## config.mk

```make
export PLATFORM = sky130hd
export DESIGN_NAME = sop_logic_array
export DESIGN_NICKNAME = d
export VERILOG_FILES = /design/src/rtl/sop_pkg.sv /design/src/rtl/sop_cfg_chain.sv /design/src/rtl/sop_and_plane.sv /design/src/rtl/sop_or_plane.sv /design/src/rtl/sop_out_stage.sv /design/src/rtl/sop_logic_array.sv
export SDC_FILE = /design/constraint.sdc
export NUM_CORES = 1
export LEC_CHECK = 0
export ABC_AREA = 1
export BUFFER_PORTS_ARGS = -buffer_cell sky130_fd_sc_hd__buf_4
export CAP_MARGIN = 15
export CORE_MARGIN = 10
export CORE_UTILIZATION = 30
export DETAILED_ROUTE_END_ITERATION = 6
export PLACE_DENSITY = 0.46
export SLEW_MARGIN = 5
export SYNTH_ARGS = -nofsm -noshare
export SYNTH_HDL_FRONTEND = slang
export SYNTH_SLANG_ARGS = --single-unit
```

## constraint.sdc

```tcl
create_clock -name clk_i -period 2.17 [get_ports clk_i]
set_clock_uncertainty 0.1 [all_clocks]
set_input_delay 0.3255 -clock clk_i [delete_from_list [all_inputs] [get_ports clk_i]]
set_output_delay 0.3255 -clock clk_i [all_outputs]
set_load 0.02 [all_outputs]
```

## src/rtl/sop_pkg.sv

```systemverilog
`timescale 1ns/1ps
package sop_pkg;
  function automatic int cfg_len(int n_in, int n_pt, int n_out, bit fixed_or);
    return 2 * n_in * n_pt + (fixed_or ? 0 : n_pt * n_out) + n_out;
  endfunction
endpackage

```

## src/rtl/sop_cfg_chain.sv

```systemverilog
`timescale 1ns/1ps
module sop_cfg_chain #(
  parameter int LEN = 100
) (
  input  logic           clk_i,
  input  logic           rst_ni,
  input  logic           en_i,
  input  logic           bit_i,
  output logic [LEN-1:0] sr_o
);
  always_ff @(posedge clk_i or negedge rst_ni) begin
    if (!rst_ni)   sr_o <= '0;
    else if (en_i) sr_o <= {sr_o[LEN-2:0], bit_i};
  end
endmodule

```

## src/rtl/sop_and_plane.sv

```systemverilog
`timescale 1ns/1ps
module sop_and_plane #(
  parameter int N_IN = 4,
  parameter int N_PT = 8,
  localparam int LW  = 2 * N_IN
) (
  input  logic [N_IN-1:0]      data_i,
  input  logic [LW*N_PT-1:0]   conn_i,
  output logic [N_PT-1:0]      pt_o
);
  logic [LW-1:0] lit;

  for (genvar i = 0; i < N_IN; i++) begin : g_lit
    assign lit[2*i]   = data_i[i];
    assign lit[2*i+1] = ~data_i[i];
  end

  for (genvar p = 0; p < N_PT; p++) begin : g_pt
    logic [LW-1:0] c;
    assign c       = conn_i[p*LW +: LW];
    // empty term reads 0, not 1
    assign pt_o[p] = (|c) & (&(~c | lit));
  end
endmodule

```

## src/rtl/sop_or_plane.sv

```systemverilog
`timescale 1ns/1ps
module sop_or_plane #(
  parameter int N_PT  = 8,
  parameter int N_OUT = 4
) (
  input  logic [N_PT-1:0]       pt_i,
  input  logic [N_PT*N_OUT-1:0] conn_i,
  output logic [N_OUT-1:0]      sum_o
);
  for (genvar o = 0; o < N_OUT; o++) begin : g_sum
    assign sum_o[o] = |(pt_i & conn_i[o*N_PT +: N_PT]);
  end
endmodule

```

## src/rtl/sop_out_stage.sv

```systemverilog
`timescale 1ns/1ps
module sop_out_stage #(
  parameter int N_OUT = 4
) (
  input  logic             clk_i,
  input  logic             rst_ni,
  input  logic             idle_i,
  input  logic [N_OUT-1:0] reg_en_i,
  input  logic [N_OUT-1:0] sum_i,
  output logic [N_OUT-1:0] q_o
);
  logic [N_OUT-1:0] ff_q;

  always_ff @(posedge clk_i or negedge rst_ni) begin
    if (!rst_ni)     ff_q <= '0;
    else if (idle_i) ff_q <= '0;
    else             ff_q <= sum_i;
  end

  for (genvar o = 0; o < N_OUT; o++) begin : g_q
    assign q_o[o] = idle_i ? 1'b0 : (reg_en_i[o] ? ff_q[o] : sum_i[o]);
  end
endmodule

```

## src/rtl/sop_logic_array.sv

```systemverilog
`timescale 1ns/1ps
module sop_logic_array #(
  parameter int N_IN     = 4,
  parameter int N_PT     = 8,
  parameter int N_OUT    = 4,
  parameter bit FIXED_OR = 1'b0
) (
  input  logic             clk_i,
  input  logic             rst_ni,
  input  logic             cfg_en_i,
  input  logic             cfg_bit_i,
  input  logic [N_IN-1:0]  data_i,
  output logic [N_OUT-1:0] q_o
);
  localparam int AND_W = 2 * N_IN * N_PT;
  localparam int OR_W  = N_PT * N_OUT;
  localparam int GRP   = N_PT / N_OUT;
  localparam int LEN   = sop_pkg::cfg_len(N_IN, N_PT, N_OUT, FIXED_OR);

  logic [LEN-1:0]   sr;
  logic [AND_W-1:0] and_conn;
  logic [OR_W-1:0]  or_conn;
  logic [N_OUT-1:0] reg_en;
  logic [N_PT-1:0]  pt;
  logic [N_OUT-1:0] sum;

  sop_cfg_chain #(.LEN(LEN)) u_chain (
    .clk_i (clk_i),
    .rst_ni(rst_ni),
    .en_i  (cfg_en_i),
    .bit_i (cfg_bit_i),
    .sr_o  (sr)
  );

  assign and_conn = sr[LEN-1 -: AND_W];
  assign reg_en   = sr[N_OUT-1:0];

  if (FIXED_OR) begin : g_fixed_or
    for (genvar o = 0; o < N_OUT; o++) begin : g_o
      for (genvar p = 0; p < N_PT; p++) begin : g_p
        assign or_conn[o*N_PT+p] = ((p / GRP) == o);
      end
    end
  end else begin : g_prog_or
    assign or_conn = sr[N_OUT +: OR_W];
  end

  sop_and_plane #(.N_IN(N_IN), .N_PT(N_PT)) u_and (
    .data_i(data_i),
    .conn_i(and_conn),
    .pt_o  (pt)
  );

  sop_or_plane #(.N_PT(N_PT), .N_OUT(N_OUT)) u_or (
    .pt_i  (pt),
    .conn_i(or_conn),
    .sum_o (sum)
  );

  sop_out_stage #(.N_OUT(N_OUT)) u_out (
    .clk_i   (clk_i),
    .rst_ni  (rst_ni),
    .idle_i  (cfg_en_i),
    .reg_en_i(reg_en),
    .sum_i   (sum),
    .q_o     (q_o)
  );
endmodule

```

Word-level counts from Yosys, hierarchy flattened. Cells that the tools add are included.

Register bits after elaboration: 104. Bits in latches: 0. Memory bits (writable): 0. ROM bits: 0. Bits of input ports: 8. Logic and storage cells: 63. Memories: 0.

Add/subtract/negate cells: 0. $mul: 0. Div/mod/pow operators: 0. Magnitude comparators: 0. Equality and inequality tests: 0. Shifts and indexed selects: 0. Multiplexer cells: 9. Bitwise logic cells: 32. Reductions and logical operators: 20.

Operator list (number): $reduce_or A8 Y1 (12); $not A8 Y8 (8); $or A8 B8 Y8 (8); $reduce_and A8 Y1 (8); $and A8 B8 Y8 (4); $and A1 B1 Y1 (8); $mux W1 (8); $mux W4 (1); $not A1 Y1 (4).

Longest topological paths before layout. Gate-level depths: netlist (run 1).

Depth after elaboration: 8. Depth in mapped cells: 13. Depth with buffers taken out: 11.

Hierarchy. Synthesis (run 1) repeated with hierarchy kept, for this count alone.

Cell total of the unflattened synthesis: 707. Area, all modules: 5012.3 um^2.

Modules (own cells, without submodules): sop_cfg_chain (times used 1, cells an instance 422, area an instance 3802.4 um^2, seq. area each 2502.4 um^2); sop_and_plane (times used 1, cells an instance 192, area an instance 775.7 um^2, seq. area each 0.0 um^2); sop_or_plane (times used 1, cells an instance 60, area an instance 225.2 um^2, seq. area each 0.0 um^2); sop_out_stage (times used 1, cells an instance 33, area an instance 209.0 um^2, seq. area each 100.1 um^2).

Worst setup path after synthesis (run 1). OpenSTA, ideal clock, no wires.

Path kind: input-to-output. From: in data_i[2]. To: out q_o[0]. Arrival: 1468 ps. Data required time: 1745 ps. Setup slack: 277 ps. Cell stages on the path: 13. Buffers on the path: 2. Path through: buf_6 > buf_6 > nand2_2 > inv_2 > nor2_1 > nand2_1 > nor2_2 > nand3_1 > nand2_1 > nor2_1 > nand3_2 > nand2_1 > nor2_1.

Cells in the longest elaborated chain, start to end: 8. Elaborated cells on any way between the ends: 29. Those cells by class: mux: 2; bitwise: 18; reduce/logical: 9.

RTL lines: start, declared (line sop_logic_array.sv:12) `input logic [N_IN-1:0] data_i,`; $not A1 Y1 (line sop_and_plane.sv:15) `assign lit[2*i+1] = ~data_i[i];`; $or A8 B8 Y8 (line sop_and_plane.sv:22) `assign pt_o[p] = (|c) & (&(~c | lit));`; $reduce_and A8 Y1 (line sop_and_plane.sv:22); $and A1 B1 Y1 (line sop_and_plane.sv:22); $and A8 B8 Y8 * (line sop_or_plane.sv:11) `assign sum_o[o] = |(pt_i & conn_i[o*N_PT +: N_PT]);`; $reduce_or A8 Y1 * (line sop_or_plane.sv:11); $mux W1 * (2 in a row) (line sop_out_stage.sv:21) `assign q_o[o] = idle_i ? 1'b0 : (reg_en_i[o] ? ff_q[o] : sum_i[o]);`; end, declared (line sop_logic_array.sv:13) `output logic [N_OUT-1:0] q_o`.

Mark *: on every way between the ends. The rest lies on a longest branch, timed or not.

Final worst setup path (run 1).
From: reg u_chain.sr_o[45]. To: out q_o[3].

Cells in the longest elaborated chain, start to end: 8. Elaborated cells on any way between the ends: 9. Those cells by class: mux: 2; bitwise: 4; reduce/logical: 3.

RTL lines: start, declared (line sop_cfg_chain.sv:9) `output logic [LEN-1:0] sr_o`; start signal, assigned (line sop_cfg_chain.sv:13) `else if (en_i) sr_o <= {sr_o[LEN-2:0], bit_i};`; $not A8 Y8 (line sop_and_plane.sv:22); $or A8 B8 Y8 (line sop_and_plane.sv:22); $reduce_and A8 Y1 (line sop_and_plane.sv:22); $and A1 B1 Y1 * (line sop_and_plane.sv:22); $and A8 B8 Y8 * (line sop_or_plane.sv:11); $reduce_or A8 Y1 * (line sop_or_plane.sv:11); $mux W1 * (2 in a row) (line sop_out_stage.sv:21).

Marks and branches as above.

==> results.md, run 1 <==
* Syn_nets at 638
* Vias per cell at 4.49
* Placed Area at 5210 um^2
* Final WS setup at -0.111 ns
* Max_slew headroom at 0.647
* Total power draw at 5.38 mW
* Layout cells sized above 1 at 0.166
* Pwr/cell area at 928 nW/um^2
* Die X at 148 um
* CTS buffer count at 9
* Residual DRC count at 0
* Yosys warnings at 0
* Dpl cells at 836
* Die area at 21800 um^2
* Post-synth top area share at 0.534
* Post-Layout Inst Area at 5800 um^2
* Root Driver: clkbuf_16
* Final setup viols at 4
* Tcrit/Tclk final at 1.05
* Pins Over Slew Limit at 0
* Antenna Cells at 0
* Via count of the routed design at 3869
* Slew @ Worst Pin at 0.530 ns
* Vias in the first global route at 3881
* Largest net degree at the start of global routing at 66
* GRT Resource Usage Total at 0.114
* Min-Delay Path Class: in -> reg
* Clk sinks at 104
* Final hold viol count at 0
* WS Path Type: reg -> out
* Status: finished, violations left
* Detailed Routing Iterations Pass 1 at 6
* Core box area at 15900 um^2
* Top cells by area, synth: dfrtp_1 (53%), nand2_1 (15%), o21ai_0 (11%)
* Area Overhead vs Synth at 18.9%
* Initial antenna violation count at 0
* Max Fclk at 438 MHz
* Final #Nets at 648
* Cells after synthesis at 630
* Seq/Total Area, Yosys at 0.534
* IO buf count at 11
* H-tree levels at 3
* Startpoint Class: register
* Post-DRT Antenna Nets at 0
* CTS tree: done
* MaxCap Viol Count at 0
* Cell Rows at 46
* Crit end category: primary output
* Core Util, Final at 0.365
* RSZ-0062 raised after global routing: true
* CTS max path bufs at 2
* WP data arrival at 1.86 ns
* First-pass GRT wire length at 19.9 mm
* Worst-path fanout max at 4
* Clk pin slew, worst setup/hold paths at 0.07 ns
* Ports at 12
* Syn_area_per_cell at 7.74 um^2
* Non-Filler Instances at 861
* Routed length per instance at 13.4 um
* Fin crit period at 2.28 ns
* Count of unique library cells instantiated by Yosys at 21
* Largest area contributor in the netlist: dfrtp_1
* Place WS at 0.0333 ns
* Clock Latency Late Sink at 0.36 ns
* HPWL Detailed at 7.90 mm
* Initial Util at 0.307
* Iter 0 DRT Violations at 214
* Grt ovf at 0
* VDD IR max at 419 uV
* Failing checks: negative setup slack
* Die Ht at 148 um
* Placer Congestion at 0.783
* Routed WL at 11.5 mm
* Worst endpoint required time at 1.74 ns
* Filler cell count at 1700
* LEAKAGE at 2.77 nW
* Synthesized area at 4880 um^2
* Yosys reg bits at 104
[layout make-up]
class,count,area (um^2),area share
clock inverters,4,52.6,0.00906
well taps,216,270,0.0466
flip-flops and latches,104,2600,0.449
multi-input cells,418,2050,0.353
repair buffers,26,268,0.0462
inverters,81,304,0.0524
clock buffers,12,256,0.0442
[critical path, stage by stage (launching register included)]
cell and delay, ns:
dfrtp_1 0.40, nor3_2 0.19, nand4_1 0.12, buf_4 0.18, nand3_2 0.08, nand2_2 0.05, nor2_2 0.13, nand3_2 0.08
nand2_1 0.06, nor2_1 0.04, buf_4 0.17
[registers in the layout (all words and copies together) (netlist names)]
signal        flops
u_chain.sr_o    100
u_out.ff_q        4
[layer usage]
| metal | wire [um] | vias up | global-route usage |
|---|---|---|---|
| met4 | 96 | 0 | 0.0287 |
| met2 | 5620 | 28 | 0.188 |
| li1 | - | 1990 | - |
| met3 | 335 | 8 | 0.0339 |
| met1 | 5490 | 1843 | 0.142 |
| met5 | 0 | - | 0 |
[path summary, 6_finish.rpt]
path	startpoint	to	slack, ns	cells after the start
worst min register to register	u_chain.sr_o[96]	u_chain.sr_o[97]	0.38	2
worst max register to register	u_chain.sr_o[97]	u_out.ff_q[3]	0.45	11
min in group asynchronous	rst_ni	u_chain.sr_o[68]	0.40	2
worst min-delay path	cfg_bit_i	u_chain.sr_o[0]	0.08	3
max in group asynchronous	rst_ni	u_out.ff_q[1]	0.99	3
worst max-delay path	u_chain.sr_o[45]	q_o[3]	-0.11	10
[cell usage in the layout, fill, tap and decap left out]
| cell type | netlist | final |
|---|---|---|
| clkinv_2 | 0 | 1 |
| nand3_2 | 4 | 14 |
| inv_2 | 1 | 9 |
| o21ai_0 | 111 | 107 |
| clkbuf_16 | 0 | 9 |
| buf_12 | 0 | 5 |
| nand4_1 | 3 | 3 |
| or2_2 | 4 | 4 |
| clkinv_1 | 1 | 1 |
| o21ai_1 | 6 | 10 |
| clkinv_4 | 0 | 2 |
| nor3_2 | 0 | 10 |
| nand3_1 | 32 | 22 |
| nor2_4 | 0 | 11 |
| nor2_1 | 38 | 27 |
| nor3_1 | 11 | 1 |
| nor2_2 | 8 | 8 |
| dlygate4sd3_1 | 0 | 1 |
| clkbuf_8 | 0 | 2 |
| inv_1 | 79 | 71 |
| nand2_1 | 196 | 186 |
| bufinv_16 | 0 | 1 |
| nand2_2 | 1 | 11 |
| buf_4 | 1 | 18 |
| a21oi_1 | 4 | 4 |
| buf_6 | 3 | 2 |
| clkbuf_1 | 17 | 1 |
| dfrtp_1 | 104 | 104 |
[synthesized netlist by cell type]
master and n:
nand2_1 196, o21ai_0 111, dfrtp_1 104, inv_1 79
nor2_1 38, nand3_1 32, clkbuf_1 17, nor3_1 11
nor2_2 8, o21ai_1 6, a21oi_1 4, nand3_2 4
or2_2 4, buf_1 3, buf_2 3, buf_6 3
nand4_1 3, buf_4 1, clkinv_1 1, inv_2 1
nand2_2 1
[metrics by stage]
stage	hold slack (ns)	setup TNS, ns
6_report	0.0767	-0.413
5_1_grt	0.0624	-1.09
4_1_cts	0.0657	-0.514
3_5_place_dp	0.249	0
3_3_place_gp	0.234	0
2_1_floorplan	-0.0701	0
[logic make-up after synthesis]
logic type,count (synthesis),synth area share
DFF,104,0.534
and+or+nand+nor,297,0.253
AOI/OAI and AO/OA,121,0.124
buffers and inverters,108,0.0893
[report_power, final]
| part | switching, mW | internal (mW) | leakage, nW |
|---|---|---|---|
| Combinational | 0.754 | 0.447 | 1.25 |
| Sequential | 0.241 | 2.25 | 1.37 |
| Clock | 0.728 | 0.960 | 0.153 |
[repair_timing]
item | CTS | global route
gates resized for setup | 40 | 26
buffers inserted | 6 | 2
hold endpoints to repair | 34 | 0
setup endpoints to repair | 4 | 4
gates cloned | 0 | 0
pin swaps | 20 | 20
hold buffers | 1 | 0
(Power assumes the default switching activity.)
==> inputs of run 2 (changes only) <==
--- a/config.mk
+++ b/config.mk
@@ -9,9 +9,9 @@
 export BUFFER_PORTS_ARGS = -buffer_cell sky130_fd_sc_hd__buf_4
 export CAP_MARGIN = 15
 export CORE_MARGIN = 10
-export CORE_UTILIZATION = 30
+export CORE_UTILIZATION = 35
 export DETAILED_ROUTE_END_ITERATION = 6
-export PLACE_DENSITY = 0.46
+export PLACE_DENSITY = 0.52
 export SLEW_MARGIN = 5
 export SYNTH_ARGS = -nofsm -noshare
 export SYNTH_HDL_FRONTEND = slang
==> results.md, run 2 (same netlist as run 1, synthesis figures left out) <==
* Min-Delay Path Class: in -> reg
* MaxCap Viol Count at 0
* Final setup viols at 4
* Fin crit period at 2.33 ns
* Grt ovf at 0
* Ports at 12
* Placed Area at 5160 um^2
* Max reg flops at 100
* Routed WL at 11.4 mm
* Max Fclk at 429 MHz
* Vias in the first global route at 3885
* Worst endpoint required time at 1.74 ns
* Core box area at 13800 um^2
* Slew @ Worst Pin at 0.442 ns
* Total power draw at 5.40 mW
* WP data arrival at 1.90 ns
* Crit end category: primary output
* Die area at 19100 um^2
* Non-Filler Instances at 825
* IO buf count at 11
* VDD IR max at 421 uV
* Detailed Routing Iterations Pass 1 at 4
* Antenna Cells at 0
* Largest Register: u_chain.sr_o
* Residual DRC count at 0
* Post-Layout Inst Area at 5760 um^2
* Final hold viol count at 0
* Core Util, Final at 0.419
* Status: finished, violations left
* Worst r2r src: u_chain.sr_o[80]
* Tcrit/Tclk final at 1.07
* WS Path Type: reg -> out
* Die Ht at 138 um
* GRT Resource Usage Total at 0.125
* CTS tree: done
* CTS max path bufs at 2
* Root Driver: clkbuf_16
* Min-delay src: cfg_bit_i
* Final #Nets at 648
* Crit path from: u_chain.sr_o[80]
* Initial Util at 0.354
* Post-DRT Antenna Nets at 0
* RSZ-0062 raised after global routing: true
* Biggest regs: u_chain.sr_o: 100 flops, u_out.ff_q: 4 flops
* Vias per cell at 4.69
* LEAKAGE at 2.77 nW
* Most frequent cells in the layout: nand2_1 (173), dfrtp_1 (104), o21ai_0 (103)
* Startpoint Class: register
* H-tree levels at 3
* Commonest non-fill, non-tap cell in the layout: nand2_1
* Pins Over Slew Limit at 0
* Area Overhead vs Synth at 18.2%
* Die X at 138 um
* Cell Rows at 43
* Final WS setup at -0.160 ns
* Iter 0 DRT Violations at 251
* Clock Latency Late Sink at 0.35 ns
* Routed length per instance at 13.8 um
* Worst-path fanout max at 4
* Pwr/cell area at 937 nW/um^2
* Place WS at 0.00955 ns
* Clk pin slew, worst setup/hold paths at 0.07 ns
* Failing checks: negative setup slack
* Placer Congestion at 0.778
* Largest net degree at the start of global routing at 77
* Clk sinks at 104
* Dpl cells at 802
* Max_slew headroom at 0.706
* Via count of the routed design at 3869
* CTS buffer count at 9
* Layout cells sized above 1 at 0.181
* HPWL Detailed at 7.77 mm
* Initial antenna violation count at 0
* First-pass GRT wire length at 19.8 mm
[run 2: cell types whose count changed in the layout (fill, tap and decap cells not counted), moves of 2 or more]
cell	delta
nand2_1	-13
nand2_2	+13
nand3_1	+6
nand3_2	-6
o21ai_0	-4
o21ai_2	+4
buf_4	+2
clkinv_4	-2
nor2_2	-2
nor2_4	+2
[run 2: worst paths after layout]
kind | slack [ns] | to | cells past startpoint
max | -0.16 | q_o[1] | 11
min in group asynchronous | 0.37 | u_chain.sr_o[80] | 2
min reg2reg | 0.38 | u_chain.sr_o[57] | 2
min | 0.08 | u_chain.sr_o[0] | 3
max in group asynchronous | 1.04 | u_chain.sr_o[5] | 3
max reg2reg | 0.65 | u_out.ff_q[1] | 8
[run 2: layer usage]
layer  track usage  vias to the layer above  wire length, um
met5             0                        -                0
met4        0.0350                        0              181
met3        0.0387                       12              333
met2         0.202                       34             5500
met1         0.158                     1820             5410
li1              -                     2003                -
[run 2: per-stage QoR]
stage                     hold slack [ns]  setup TNS [ns]
final                              0.0849          -0.585
after global routing               0.0982           -1.06
after CTS                          0.0713          -0.716
after detailed placement            0.201               0
after global placement              0.203        -0.00774
after floorplan                   -0.0701               0
[run 2: area by class of cell]
cell class | count | area [um^2]
Clock buffer | 13 | 260
Sequential cell | 104 | 2600
Inverter | 81 | 304
Timing Repair Buffer | 26 | 251
Multi-Input combinational cell | 418 | 2080
Fill cell | 1422 | 8010
Tap cell | 180 | 225
Clock inverter | 3 | 40.0
[run 2: power by group]
part	total, mW	internal [mW]	switching (mW)
clock	1.67	0.955	0.711
combinational	1.23	0.455	0.775
sequential	2.50	2.25	0.251
[run 2: repair_timing]
action | CTS | global route
hold buffers | 1 | 0
endpoints found under the setup margin | 4 | 4
hold endpoints to repair | 29 | 0
resized for setup | 24 | 59
pin swaps | 10 | 34
setup buffers | 1 | 5
[run 2: worst max-delay path, stage by stage, from the launching register on]
cell and delay (ns):
dfrtp_1 0.39, inv_2 0.09, nand2_2 0.08, nor3_4 0.21
nand2_2 0.13, nand3_1 0.11, nand2_1 0.08, nor2_2 0.13
nand3_2 0.08, nand2_1 0.06, nor2_1 0.04, buf_4 0.17
